File: src/rtl/spi_chain_pkg.sv
package spi_chain_pkg;
  typedef enum logic [2:0] {
    ST_IDLE,
    ST_LOW,
    ST_HIGH,
    ST_PRE,
    ST_LATCH
  } seq_state_e;
endpackage

File: src/rtl/spi_chain_tick.sv
module spi_chain_tick #(
  parameter int unsigned HALF = 4
) (
  input  logic clk_i,
  input  logic rst_ni,
  input  logic en_i,
  output logic tick_o
);
  localparam int unsigned HALF_EFF = (HALF < 2) ? 2 : HALF;
  localparam int unsigned CW = $clog2(HALF_EFF);

  logic [CW-1:0] cnt_q;

  assign tick_o = en_i && (cnt_q == CW'(HALF_EFF - 1));

  // counter restarts whenever the sequencer goes idle
  always_ff @(posedge clk_i or negedge rst_ni) begin
    if (!rst_ni)               cnt_q <= '0;
    else if (!en_i || tick_o)  cnt_q <= '0;
    else                       cnt_q <= cnt_q + 1'b1;
  end
endmodule

File: src/rtl/spi_chain_seq.sv
module spi_chain_seq
  import spi_chain_pkg::*;
#(
  parameter int unsigned W = 16
) (
  input  logic clk_i,
  input  logic rst_ni,
  input  logic start_i,
  input  logic tick_i,
  output logic busy_o,
  output logic sck_o,
  output logic lat_o,
  output logic done_o,
  output logic load_o,
  output logic capture_o,
  output logic shift_o,
  output logic commit_o
);
  localparam int unsigned BW = $clog2(W);

  seq_state_e    state_q;
  logic [BW-1:0] bit_q;
  logic          sck_q, lat_q, done_q;

  assign busy_o    = (state_q != ST_IDLE);
  assign load_o    = (state_q == ST_IDLE)  && start_i;
  assign capture_o = (state_q == ST_LOW)   && tick_i;
  assign shift_o   = (state_q == ST_HIGH)  && tick_i;
  assign commit_o  = (state_q == ST_LATCH) && tick_i;
  assign sck_o     = sck_q;
  assign lat_o     = lat_q;
  assign done_o    = done_q;

  always_ff @(posedge clk_i or negedge rst_ni) begin
    if (!rst_ni) begin
      state_q <= ST_IDLE;
      bit_q   <= '0;
      sck_q   <= 1'b0;
      lat_q   <= 1'b0;
      done_q  <= 1'b0;
    end else begin
      done_q <= commit_o;
      unique case (state_q)
        ST_IDLE: if (start_i) begin
          state_q <= ST_LOW;
          bit_q   <= '0;
        end
        ST_LOW: if (tick_i) begin
          sck_q   <= 1'b1;
          state_q <= ST_HIGH;
        end
        ST_HIGH: if (tick_i) begin
          sck_q <= 1'b0;
          if (bit_q == BW'(W - 1)) begin
            state_q <= ST_PRE;
          end else begin
            bit_q   <= bit_q + 1'b1;
            state_q <= ST_LOW;
          end
        end
        // one low half period after the last fall before latching
        ST_PRE: if (tick_i) begin
          lat_q   <= 1'b1;
          state_q <= ST_LATCH;
        end
        ST_LATCH: if (tick_i) begin
          lat_q   <= 1'b0;
          state_q <= ST_IDLE;
        end
        default: state_q <= ST_IDLE;
      endcase
    end
  end
endmodule

File: src/rtl/spi_chain_shreg.sv
module spi_chain_shreg #(
  parameter int unsigned W = 16
) (
  input  logic         clk_i,
  input  logic         rst_ni,
  input  logic         load_i,
  input  logic [W-1:0] data_i,
  input  logic         shift_i,
  input  logic         capture_i,
  input  logic         commit_i,
  input  logic         sdi_i,
  output logic         sdo_o,
  output logic [W-1:0] rdata_o
);
  logic [W-1:0] tx_q, rx_q, rd_q;

  assign sdo_o   = tx_q[W-1];
  assign rdata_o = rd_q;

  always_ff @(posedge clk_i or negedge rst_ni) begin
    if (!rst_ni) begin
      tx_q <= '0;
      rx_q <= '0;
      rd_q <= '0;
    end else begin
      if (load_i)         tx_q <= data_i;
      else if (shift_i)   tx_q <= {tx_q[W-2:0], 1'b0};
      // sampled on the edge that raises sck, before the chain moves
      if (capture_i)      rx_q <= {rx_q[W-2:0], sdi_i};
      if (commit_i)       rd_q <= rx_q;
    end
  end
endmodule

File: src/rtl/spi_chain_driver.sv
module spi_chain_driver #(
  parameter int unsigned N_DEV    = 2,
  parameter int unsigned HALF_CYC = 4
) (
  input  logic               clk_i,
  input  logic               rst_ni,
  input  logic               start_i,
  input  logic [8*N_DEV-1:0] data_i,
  input  logic               sdi_i,
  output logic               sdo_o,
  output logic               sck_o,
  output logic               lat_o,
  output logic               busy_o,
  output logic               done_o,
  output logic [8*N_DEV-1:0] rdata_o
);
  localparam int unsigned W = 8 * N_DEV;

  logic tick, load, capture, shift, commit;

  spi_chain_tick #(.HALF(HALF_CYC)) u_tick (
    .clk_i  (clk_i),
    .rst_ni (rst_ni),
    .en_i   (busy_o),
    .tick_o (tick)
  );

  spi_chain_seq #(.W(W)) u_seq (
    .clk_i     (clk_i),
    .rst_ni    (rst_ni),
    .start_i   (start_i),
    .tick_i    (tick),
    .busy_o    (busy_o),
    .sck_o     (sck_o),
    .lat_o     (lat_o),
    .done_o    (done_o),
    .load_o    (load),
    .capture_o (capture),
    .shift_o   (shift),
    .commit_o  (commit)
  );

  spi_chain_shreg #(.W(W)) u_shreg (
    .clk_i     (clk_i),
    .rst_ni    (rst_ni),
    .load_i    (load),
    .data_i    (data_i),
    .shift_i   (shift),
    .capture_i (capture),
    .commit_i  (commit),
    .sdi_i     (sdi_i),
    .sdo_o     (sdo_o),
    .rdata_o   (rdata_o)
  );
endmodule

File: config.mk
export PLATFORM = sky130hd
export DESIGN_NAME = spi_chain_driver
export DESIGN_NICKNAME = d
export VERILOG_FILES = /design/src/rtl/spi_chain_pkg.sv /design/src/rtl/spi_chain_tick.sv /design/src/rtl/spi_chain_seq.sv /design/src/rtl/spi_chain_shreg.sv /design/src/rtl/spi_chain_driver.sv
export SDC_FILE = /design/constraint.sdc
export NUM_CORES = 1
export LEC_CHECK = 0
export ABC_CLOCK_PERIOD_IN_PS = 4600
export BUFFER_PORTS_ARGS = -buffer_cell sky130_fd_sc_hd__buf_2
export CAP_MARGIN = 25
export CELL_PAD_IN_SITES_DETAIL_PLACEMENT = 0
export CELL_PAD_IN_SITES_GLOBAL_PLACEMENT = 1
export CORE_ASPECT_RATIO = 0.7
export CORE_UTILIZATION = 45
export CTS_CLUSTER_DIAMETER = 30
export DETAILED_ROUTE_END_ITERATION = 10
export GPL_TIMING_DRIVEN = 1
export PLACE_DENSITY = 0.86
export SETUP_SLACK_MARGIN = 0.02
export SYNTH_ARGS = -nofsm -noshare
export SYNTH_HDL_FRONTEND = slang
export SYNTH_HIERARCHICAL = 1
export SYNTH_SLANG_ARGS = --single-unit
File: constraint.sdc
create_clock -name clk_i -period 4.6 [get_ports clk_i]
set_clock_uncertainty 0.15 [all_clocks]
set_input_delay 0.46 -clock clk_i [delete_from_list [all_inputs] [get_ports clk_i]]
set_output_delay 0.46 -clock clk_i [all_outputs]
set_load 0.02 [all_outputs]
Yosys cells after proc, flatten, opt, wreduce, memory -nomap -nowiden. Cells that the tools add are included.

Add/sub/neg operators: 2. Reduce and logical (&&, ||, !) cells: 17. Multiplexer cells: 18. Eq/ne operators: 12.

Operators by type and width (number): two-way mux 16 bit (2); two-way mux 3 bit (5); case mux 3 bit (5 select lines) (1); two-way mux 4 bit (3); != test 2 x 1 -> 1 bit, second input constant (4); case mux 4 bit (2 select lines) (1); nonzero test 2 bit (4); equality test 3 x 2 -> 1 bit, second input constant (2); AND reduction 3 bit (2); logical AND 1 bit (5); AND reduction 5 bit (1); adder 4 x 1 -> 4 bit, second input constant (1); equality test 4 bit, second input constant (1); two-way mux 2 bit (2); != test 2 bit, second input constant (2); case mux 1 bit (2 select lines) (2); AND reduction 4 bit (1); equality test 3 x 1 -> 1 bit, second input constant (1); equality test 3 bit, second input constant (1); zero test 3 bit (1); nonzero test 3 bit (1); adder 2 x 1 -> 2 bit, second input constant (1); equality test 2 bit, second input constant (1); two-way mux 1 bit (2); other kinds (2) (2).

Register bits after elaboration: 60. Word-level logic and storage cells: 58.

Depth between registers and ports, before layout. Gate-level depths: netlist of the first run.

Depth in word-level cells: 5. Mapped depth: 10. Gate-level depth less buffers: 6.

Modules after synthesis. Netlist of the first run, hierarchy kept.

By module, submodules not included: spi_chain_shreg (instances 1, area an instance 2040.7 um^2, sequential area each 1201.2 um^2, cells an instance 137); spi_chain_seq (instances 1, area an instance 583.1 um^2, sequential area each 250.2 um^2, cells an instance 62); spi_chain_tick (instances 1, area an instance 91.3 um^2, sequential area each 50.0 um^2, cells an instance 6).

Least setup slack after synthesis of the first run. Ideal clock, no wire load.

Path kind: flip-flop to flip-flop. Start: register u_seq.state_q[1]. End: register u_seq.bit_q[0]. Setup slack: 2.172 ns. Required time: 4.325 ns. Path buffers: 2. Library setup time: 0.125 ns. Stages on the path, launching flop included: 8. Data arrival time: 2.153 ns. Path through: dfrtp_1 buf_6 clkbuf_1 or3_1 and2_2 mux2_4 nand3_1 mux2_2.

Word-level cells in the longest chain between the ends: 4.

RTL lines: from (decl) (line spi_chain_seq.sv:21) `seq_state_e state_q;`; from (signal assigned) (line spi_chain_seq.sv:36) `state_q <= ST_IDLE;`; from (signal assigned) (line spi_chain_seq.sv:45) `state_q <= ST_LOW;`; from (signal assigned) (line spi_chain_seq.sv:50) `state_q <= ST_HIGH;`; nonzero test 3 bit (line spi_chain_seq.sv:25) `assign busy_o = (state_q != ST_IDLE);`; via busy_o (line spi_chain_driver.sv:13) `output logic busy_o,`; logical AND 1 bit (line spi_chain_tick.sv:14) `assign tick_o = en_i && (cnt_q == CW'(HALF_EFF - 1));`; via tick (line spi_chain_driver.sv:19) `logic tick, load, capture, shift, commit;`; != test 2 x 1 -> 1 bit (no source line); AND reduction 4 bit (no source line); to (signal assigned) (line spi_chain_seq.sv:57) `bit_q <= bit_q + 1'b1;`; to (decl) (line spi_chain_seq.sv:22) `logic [BW-1:0] bit_q;`.

The timed path passes the listed nets, and every way through them passes these cells. A chain may end at the register's enable or synchronous reset.

Worst setup path after layout of the first run.
Start: register u_seq.state_q[1]. End: register u_shreg.tx_q[2].

Word-level cells in the longest chain between the ends: 4.

RTL lines: nonzero test 3 bit (line spi_chain_seq.sv:25); logical AND 1 bit (line spi_chain_tick.sv:14); via tick (line spi_chain_driver.sv:19); logical AND 1 bit (line spi_chain_seq.sv:28) `assign shift_o = (state_q == ST_HIGH) && tick_i;`; via shift (line spi_chain_driver.sv:19); nonzero test 2 bit (no source line); to (signal assigned) (line spi_chain_shreg.sv:26) `if (load_i) tx_q <= data_i;`; to (signal assigned) (line spi_chain_shreg.sv:27) `else if (shift_i) tx_q <= {tx_q[W-2:0], 1'b0};`; to (decl) (line spi_chain_shreg.sv:15) `logic [W-1:0] tx_q, rx_q, rd_q;`.

The timed path passes the listed nets, and every way through them passes these cells.

==> impl_metrics.py, run 1 <==
metrics = {
    "status": {
        "status": "completed",
    },
    "pwr": {
        "powerDensity_nw_per_um2": 514.6,
        "power_frac_seq": 0.486,
        "p_sw_frac": 0.3062,
        "peakVddDrop_v": 0.0002733,
        "p_switching_mw": 0.4917,
        "p_leak_nw": 1.482,
        "power.internal_mw": 1.114,
        "comb_power_share": 0.225,
        "clkPwrFrac": 0.289,
    },
    "finish": {
        "final_common_cell": "dfrtp_1",
        "final_cell_mix": "dfrtp_1, buf_2, nand2_1, mux2_4, mux2i_1",
        "fillCellCount": 493,
        "drive_gt1_frac": 0.3960,
        "antenna_cells": 0,
        "syn_to_final_growth_pct": 14.93,
        "finalNetCount": 269,
        "fin_cells": 325,
        "fin_util": 0.5395,
    },
    "drt": {
        "wl_per_cell_um": 14.62,
        "ant_nets": 0,
        "num_vias": 1624,
        "drt-total-wl_um": 4751,
        "first_iter_violations": 52,
        "vias_per_cell": 4.997,
        "drt_pre_antenna_iters": 4,
        "drcViolationCount": 0,
    },
    "critical_path": {
        "path_cells": "or3_1 -> and2_2 -> nand3b_1 -> nor2_2 -> mux2i_1 -> o21ai_0",
        "cp_max_fo": 19,
        "cp-end-kind": "flip-flop",
        "required_ps": 4650,
        "cpMaxStageDelayCell": "nor2_2",
        "arrival_ps": 2880,
        "critPathKind": "flip-flop to flip-flop",
        "cp-start-kind": "flip-flop",
        "max_stage_delay_ps": 780,
    },
    "flow_run": {
        "maxCapViolations": 0,
    },
    "timing": {
        "tns_ps": 0,
        "worstMarginPinSlew_ps": 979.0,
        "rsz0062_at_grt": "false",
        "post-route-period-util": 0.6164,
        "relSlewSlack": 0.3466,
        "slew_violations": 0,
        "worst_slack_ps": 1765,
        "setup_violations": 0,
        "period_needed_ps": 2835,
        "hold_viol": 0,
        "fmax_ghz": 0.3527,
        "hold_ws_ps": 109.0,
    },
    "clocking": {
        "insertion_delay_ps": 340,
        "htreeDepth": 3,
        "cts_buffer_depth": 2,
        "cts_hold_buffers": 0,
        "cts_resized": 0,
        "cts_buffers": 9,
        "cts_sinks": 60,
        "cts_tree": "done",
        "clk_pin_slew_ps": 60,
        "cts_root_buffer": "clkbuf_8",
        "post_cts_buffers": 0,
    },
    "place": {
        "dp_hpwl_um": 3068,
        "dp_slack_ps": 1828,
        "routabilityCongestion": 0.7183,
        "dp.cells": 311,
        "io_buffer_count": 40,
    },
    "logic_synthesis": {
        "syn_nets": 227,
        "synth_area_um2": 2715,
        "synth_cell_type_count": 36,
        "synthCells": 205,
        "syn_area_per_cell_um2": 13.24,
        "ys_seq_elements": 60,
        "synth-seq-area-share": 0.5530,
        "yosys_warnings": 6,
    },
    "global_routing": {
        "grt_pass1_vias": 1554,
        "antenna_found_initial": 0,
        "track_usage": 0.1676,
        "grt.overflow.total": 0,
        "grt_pass1_wl_um": 7596,
        "grt_start_max_net_pins": 61,
    },
    "floorplanning": {
        "io_pins": 41,
        "initial_utilization": 0.4694,
        "die_x_um": 94.84,
        "core_um2": 5784,
        "die_y_um": 66.99,
        "rows": 23,
        "dieArea_um2": 6353,
    },
    "min_path": {
        "worstHoldPathType": "input port to async pin",
    },
}
## through the flow
stage	total power [mW]	instance area, um2
2_1_floorplan	1.059	2715
3_3_place_gp	1.128	2930
3_5_place_dp	1.151	2930
4_1_cts	1.623	3120
5_1_grt	1.703	3120
6_report	1.606	3120
## power by group through the flow
stage	sequential, mW	clock, mW	combinational, mW
floorplan	0.737	0	0.322
global placement	0.780	0	0.349
detailed placement	0.786	0	0.365
CTS	0.778	0.480	0.365
global route	0.796	0.502	0.406
finish	0.780	0.465	0.361
## area by class of cell
class / count / area (um2) / share of cell area
Inverter: 5 / 18.77 / 0.006014
Sequential cell: 60 / 1501 / 0.4812
Timing Repair Buffer: 44 / 230.2 / 0.07378
Clock buffer: 12 / 155.1 / 0.04972
Clock inverter: 2 / 35.03 / 0.01123
Tap cell: 75 / 93.84 / 0.03007
Multi-Input combinational cell: 127 / 1086 / 0.3480
## final timing paths
path,from,end,slack [ps],depth (start not counted)
min reg2reg,u_tick/cnt_q[0],u_tick/cnt_q[0],310,1
max reg2reg,u_seq/state_q[1],u_shreg/tx_q[2],1760,6
max in group asynchronous,rst_ni,u_shreg/rx_q[0],3700,2
min in group clk_i,data_i[14],u_shreg/tx_q[14],170,3
max,u_seq/state_q[1],u_shreg/tx_q[2],1760,6
min,rst_ni,u_shreg/rdata_o[10],110,2
## logic make-up (layout without fill, tap and decap cells)
| group | Yosys count | after routing | synth area share |
|---|---|---|---|
| AO/OA/AOI/OAI | 26 | 26 | 0.05484 |
| adder cells (fa/ha/maj) | 2 | 2 | 0.009215 |
| buffers and inverters | 18 | 63 | 0.05530 |
| flip-flops | 60 | 60 | 0.5530 |
| multiplexers | 50 | 50 | 0.2290 |
| AND/OR/NAND/NOR | 49 | 49 | 0.09862 |
## metal layers
layer  global-route usage  wire length (um)  vias up
met5                    0                 0        -
met4              0.07955                70        0
met3              0.07991               265        8
met2               0.2239              1983       36
met1               0.2249              2432      782
li1                     -                 -      798
## worst max-delay path: cells and delay by family (launching register included)
| kind | cells | cell delay [ps] |
|---|---|---|
| AND/OR/NAND/NOR | 4 | 1370 |
| flip-flops | 1 | 750 |
| multiplexers | 1 | 290 |
| AO/OA/AOI/OAI | 1 | 130 |
## synth_stat cells, drive strengths merged
master,n,area [um2]
nor2,4,15.01
a32o,1,10.01
nor3,1,5.000
and2,2,13.77
a21oi,1,5.000
o21ai,20,100.1
mux2,34,461.7
and3b,2,17.52
nor3b,3,27.52
nand4,1,6.260
nor2b,1,6.260
and4,1,11.26
clkbuf,3,11.26
a31o,1,8.760
nand3,3,15.01
inv,5,18.77
a311oi,1,8.760
nor4b,1,15.01
nand2,23,86.33
mux2i,16,160.2
and4b,1,10.01
ha,2,25.02
nand2b,1,6.260
or3,3,18.77
o311ai,1,8.760
a211oi,1,7.510
buf,10,120.1
dfrtp,60,1501
nand3b,1,7.510
nor4,1,6.260
## registers in the layout, indices dropped and copies added, names as in the netlist
name and flops:
u_shreg/rx_q 16, u_seq/state_q 3, u_shreg/tx_q 16, u_seq/bit_q 4, u_tick/cnt_q 2, u_shreg/rdata_o 16
u_seq/lat_o 1, u_seq/sck_o 1, u_seq/done_o 1
Note: power is estimated with default switching activity, not from simulation.
==> run 2, diff against run 1 <==
ABC_CLOCK_PERIOD_IN_PS = 2700   (was 4600)
clock period = 2.7 ns   (was 4.6 ns; I/O delays follow)
==> run 2 against run 1 <==
Core utilization grew 0.63 points. Combinational power up 94%. Cell area increased by 1.2%. Non-clock buffer count up 5. Sequential cell count did not move. Register-to-register slack got worse by 1400 ps. Sequential power up 62%. First-iteration DRC count is 52% higher. Clock power increased by 60%. Critical endpoint is now u_shreg/tx_q[11]. Count of clock-buffer cells in the layout fell by 1.
==> impl_metrics.py, run 2 (synthesis gave the netlist of run 1 again) <==
metrics = {
    "status": {
        "status": "completed",
    },
    "place": {
        "dp_hpwl_um": 3017,
        "io_buffer_count": 40,
        "dp_slack_ps": 366.9,
        "routabilityCongestion": 0.7338,
        "dp.cells": 314,
    },
    "critical_path": {
        "cp-start-kind": "flip-flop",
        "crit_start": "u_tick/cnt_q[0]",
        "cp_max_fo": 16,
        "cpMaxStageDelayCell": "nor2_2",
        "critPathKind": "flip-flop to flip-flop",
        "r2r_cells": 6,
        "cp-end-kind": "flip-flop",
        "required_ps": 2750,
        "arrival_ps": 2360,
        "max_stage_delay_ps": 740,
        "r2r-start": "u_tick/cnt_q[0]",
        "path_cells": "ha_1 -> and2_2 -> nand3b_1 -> nor2_2 -> mux2i_1 -> o21ai_1",
    },
    "global_routing": {
        "grt_pass1_vias": 1579,
        "grt_pass1_wl_um": 7686,
        "grt_start_max_net_pins": 61,
        "antenna_found_initial": 0,
        "grt.overflow.total": 0,
        "track_usage": 0.1663,
    },
    "timing": {
        "period_needed_ps": 2311,
        "hold_ws_ps": 10.90,
        "relSlewSlack": 0.3655,
        "hold_viol": 0,
        "fmax_ghz": 0.4328,
        "tns_ps": 0,
        "rsz0062_at_grt": "false",
        "worst_slack_ps": 389.5,
        "setup_violations": 0,
        "slew_violations": 0,
        "post-route-period-util": 0.8558,
        "worstMarginPinSlew_ps": 950.8,
    },
    "floorplanning": {
        "initial_utilization": 0.4694,
        "core_um2": 5784,
        "die_x_um": 94.84,
        "dieArea_um2": 6353,
        "die_y_um": 66.99,
        "rows": 23,
        "io_pins": 41,
    },
    "clocking": {
        "cts_buffer_depth": 2,
        "clk_pin_slew_ps": 60,
        "cts_root_buffer": "clkbuf_8",
        "cts_buffers": 9,
        "htreeDepth": 3,
        "cts_tree": "done",
        "cts_resized": 0,
        "insertion_delay_ps": 330,
        "cts_sinks": 60,
    },
    "pwr": {
        "peakVddDrop_v": 0.0006246,
        "p_sw_frac": 0.3068,
        "p_leak_nw": 1.500,
        "powerDensity_nw_per_um2": 857.7,
        "power_frac_seq": 0.467,
        "power.internal_mw": 1.877,
        "p_switching_mw": 0.8308,
        "clkPwrFrac": 0.275,
        "p_total_mw": 2.708,
        "comb_power_share": 0.258,
    },
    "drt": {
        "drt-total-wl_um": 4687,
        "drt_pre_antenna_iters": 4,
        "ant_nets": 0,
        "drcViolationCount": 0,
        "num_vias": 1641,
        "first_iter_violations": 79,
        "vias_per_cell": 4.943,
        "wl_per_cell_um": 14.12,
    },
    "finish": {
        "final_cell_mix": "dfrtp_1, buf_2, nand2_1, mux2_4, mux2i_1",
        "syn_to_final_growth_pct": 16.27,
        "fillCellCount": 495,
        "final_common_cell": "dfrtp_1",
        "final-seq-area_um2": 1501,
        "antenna_cells": 0,
        "drive_gt1_frac": 0.4008,
        "multi_input_area_um2": 1086,
        "finalNetCount": 274,
        "fin_cells": 332,
    },
    "min_path": {
        "hold_path_depth": 3,
        "hold_path_startpoint": "data_i[6]",
        "worstHoldPathType": "input port to flip-flop",
    },
    "flow_run": {
        "maxCapViolations": 0,
    },
}
run 2: cell count changes in the layout (fill, tap and decap cells not counted), sizes merged:
cell / before / now
buf: 44 / 47
clkinv: 1 / 3
dlygate4sd3: 0 / 2
clkbuf: 12 / 11
clkinvlp: 0 / 1
run 2: area by class of cell:
cell class | instances | share of cell area
Sequential cell | 60 | 0.4756
Multi-Input combinational cell | 127 | 0.3440
Timing Repair Buffer | 49 | 0.08641
Clock buffer | 11 | 0.04162
Tap cell | 75 | 0.02973
Clock inverter | 5 | 0.01665
Inverter | 5 | 0.005945
run 2: power groups by stage:
stage          clock network, mW  registers (mW)  logic, mW
2_1_floorplan                  0            1.26      0.548
3_3_place_gp                   0            1.27      0.679
3_5_place_dp                   0            1.28      0.706
4_1_cts                    0.769            1.26      0.706
5_1_grt                    0.813            1.29      0.794
6_report                   0.744            1.26      0.699
run 2: layer usage:
metal / up-vias / routed length (um) / GRT usage
met5: - / 0 / 0
met4: 0 / 48 / 0.06250
met3: 5 / 265 / 0.05822
met2: 34 / 2038 / 0.2266
met1: 791 / 2334 / 0.2398
li1: 811 / - / -
run 2: worst max-delay path: cells and delay by family (launching register included):
family,cells,cell delay [ps]
AOI/OAI and AO/OA,1,80
adders and majority gates,1,210
DFF,1,360
muxes,1,290
and+or+nand+nor,3,1080
run 2: path summary, 6_finish.rpt:
| check | endpoint | slack, ps |
|---|---|---|
| max | u_shreg/tx_q[11] | 390 |
| max in group asynchronous | u_shreg/tx_q[5] | 1430 |
| min in group asynchronous | u_shreg/rdata_o[10] | 460 |
| min | u_shreg/tx_q[6] | 10 |
| max reg2reg | u_shreg/tx_q[11] | 390 |
| min reg2reg | u_tick/cnt_q[0] | 300 |
run 2: timing repair:
item,CTS,global route
endpoints found under the hold margin,61,0
hold buffers,2,0
buffers inserted,0,0
run 2: per-stage QoR:
stage                     area, um2    util
after detailed placement       2953  0.5105
final                          3157  0.5458
after floorplan                2715       -
after global routing           3157  0.5458
after CTS                      3157  0.5458
after global placement         2953  0.5105
==> run 3, diff against run 2 <==
CORE_MARGIN = 2   (was default)
CORE_UTILIZATION = 46   (was 45)
MAX_ROUTING_LAYER = met4   (was default)
PLACE_DENSITY = 0.87   (was 0.86)
==> run 3 against run 2 <==
Setup slack improved by 82 ps. Core utilization increased by 3.0 points. Largest power group unchanged. Critical endpoint is now u_seq/bit_q[0]. Critical path depth decreased by 1.
==> impl_metrics.py, run 3 (synthesis gave the netlist of run 1 again) <==
metrics = {
    "finish": {
        "final_cell_mix": "dfrtp_1, buf_2, nand2_1, mux2_4, mux2i_1",
        "syn_to_final_growth_pct": 20.83,
        "drive_gt1_frac": 0.3881,
        "antenna_cells": 0,
        "finalNetCount": 285,
        "fin_util": 0.5758,
        "final_common_cell": "dfrtp_1",
        "fin_cells": 343,
    },
    "critical_path": {
        "r2r-start": "u_seq/state_q[2]",
        "path_cells": "or3_1 -> and2_2 -> mux2_4 -> nand3_1 -> mux2_2",
        "r2r_cells": 5,
        "cp_max_fo": 11,
        "rrSetupSlack_ps": 470,
        "cpMaxStageDelayCell": "dfrtp_1",
        "arrival_ps": 2300,
        "required_ps": 2770,
        "cp-end-kind": "flip-flop",
        "max_stage_delay_ps": 510,
        "crit_start": "u_seq/state_q[2]",
        "cp-start-kind": "flip-flop",
        "critPathKind": "flip-flop to flip-flop",
    },
    "timing": {
        "slew_violations": 0,
        "post-route-period-util": 0.8255,
        "hold_viol": 0,
        "tns_ps": 0,
        "worstMarginPinSlew_ps": 475.8,
        "rsz0062_at_grt": "false",
        "relSlewSlack": 0.6828,
        "setup_violations": 0,
        "fmax_ghz": 0.4486,
        "period_needed_ps": 2229,
    },
    "clocking": {
        "cts_sinks": 60,
        "cts_tree": "done",
        "insertion_delay_ps": 330,
        "cts_root_buffer": "clkbuf_8",
        "clk_pin_slew_ps": 60,
        "htreeDepth": 3,
        "cts_buffer_depth": 2,
        "cts_resized": 0,
        "cts_buffers": 9,
    },
    "min_path": {
        "hold_path_depth": 3,
        "hold_path_startpoint": "data_i[6]",
        "worstHoldPathType": "input port to flip-flop",
    },
    "drt": {
        "ant_nets": 0,
        "drt_pre_antenna_iters": 4,
        "drt-total-wl_um": 4637,
        "drcViolationCount": 0,
        "vias_per_cell": 4.860,
        "num_vias": 1667,
        "wl_per_cell_um": 13.52,
        "first_iter_violations": 128,
    },
    "floorplanning": {
        "die_y_um": 68.28,
        "initial_utilization": 0.4765,
        "io_pins": 41,
        "core_um2": 5698,
        "die_x_um": 95.83,
        "dieArea_um2": 6542,
        "rows": 23,
    },
    "pwr": {
        "peakVddDrop_v": 0.0003974,
        "p_leak_nw": 1.556,
        "comb_power_share": 0.254,
        "clkPwrFrac": 0.289,
        "p_switching_mw": 0.8369,
        "powerDensity_nw_per_um2": 845.4,
        "power.internal_mw": 1.937,
        "power_frac_seq": 0.458,
        "p_sw_frac": 0.3017,
    },
    "place": {
        "routabilityCongestion": 0.7929,
        "dp_hpwl_um": 3038,
        "io_buffer_count": 40,
        "dp.cells": 315,
    },
    "global_routing": {
        "grt_pass1_wl_um": 7541,
        "track_usage": 0.1642,
        "grt.overflow.total": 0,
        "grt_start_max_net_pins": 40,
        "grt_pass1_vias": 1574,
        "antenna_found_initial": 0,
    },
    "status": {
        "status": "completed",
    },
    "flow_run": {
        "maxCapViolations": 0,
    },
}
-- run 3: cell count changes in the layout (fill, tap and decap cells not counted), sizes merged --
cell,delta
clkbuf,+1
dlygate4sd3,+10
buf,+1
clkinv,-1
-- run 3: stage by stage --
step | cell area (um2) | setup WS (ps) | hold slack (ps) | total power [mW]
after floorplan | 2715 | 271.8 | -175.6 | 1.804
after global placement | 2958 | 561.2 | 127.3 | 1.948
after detailed placement | 2958 | 488.4 | 121.0 | 1.976
after CTS | 3281 | 472.9 | 6.894 | 2.809
after global routing | 3281 | 329.0 | 14.90 | 2.958
final | 3281 | 471.0 | 19.98 | 2.774
-- run 3: routing by layer --
layer | GRT usage | share of wire | vias up
met5 | - | 0 | -
met4 | 0.05893 | 0.0091 | 0
met3 | 0.07599 | 0.054 | 4
met2 | 0.2142 | 0.42 | 41
met1 | 0.2225 | 0.51 | 787
li1 | - | - | 835
-- run 3: power by group through the flow --
stage | Sequential (mW) | Combinational [mW] | Clock (mW)
CTS | 1.27 | 0.712 | 0.829
finish | 1.27 | 0.704 | 0.800
floorplan | 1.26 | 0.548 | 0
global route | 1.30 | 0.799 | 0.862
detailed placement | 1.28 | 0.693 | 0
global placement | 1.27 | 0.674 | 0
-- run 3: worst paths after layout --
kind	end
worst max-delay path	u_seq/bit_q[0]
worst min-delay path	u_shreg/tx_q[6]
worst max register to register	u_seq/bit_q[0]
worst min register to register	u_tick/cnt_q[0]
max in group asynchronous	u_tick/cnt_q[1]
min in group asynchronous	u_shreg/rdata_o[12]
-- run 3: cell type report --
class	count	area [um2]
flip-flops and latches	60	1501
clock buffers	12	155.1
repair buffers	60	380.4
inverters	5	18.77
clock inverters	4	47.55
well taps	75	93.84
fillers	462	2417
multi-input cells	127	1084
-- run 3: repair_timing --
item                      in CTS  in global routing
hold endpoints to repair      71                  0
hold buffers                  12                  0
buffers inserted               0                  0
-- run 3: worst max-delay path: cells and delay by family, from the launching register on --
kind	cells	cell delay [ps]
flops	1	510
mux	2	640
simple gates	3	820
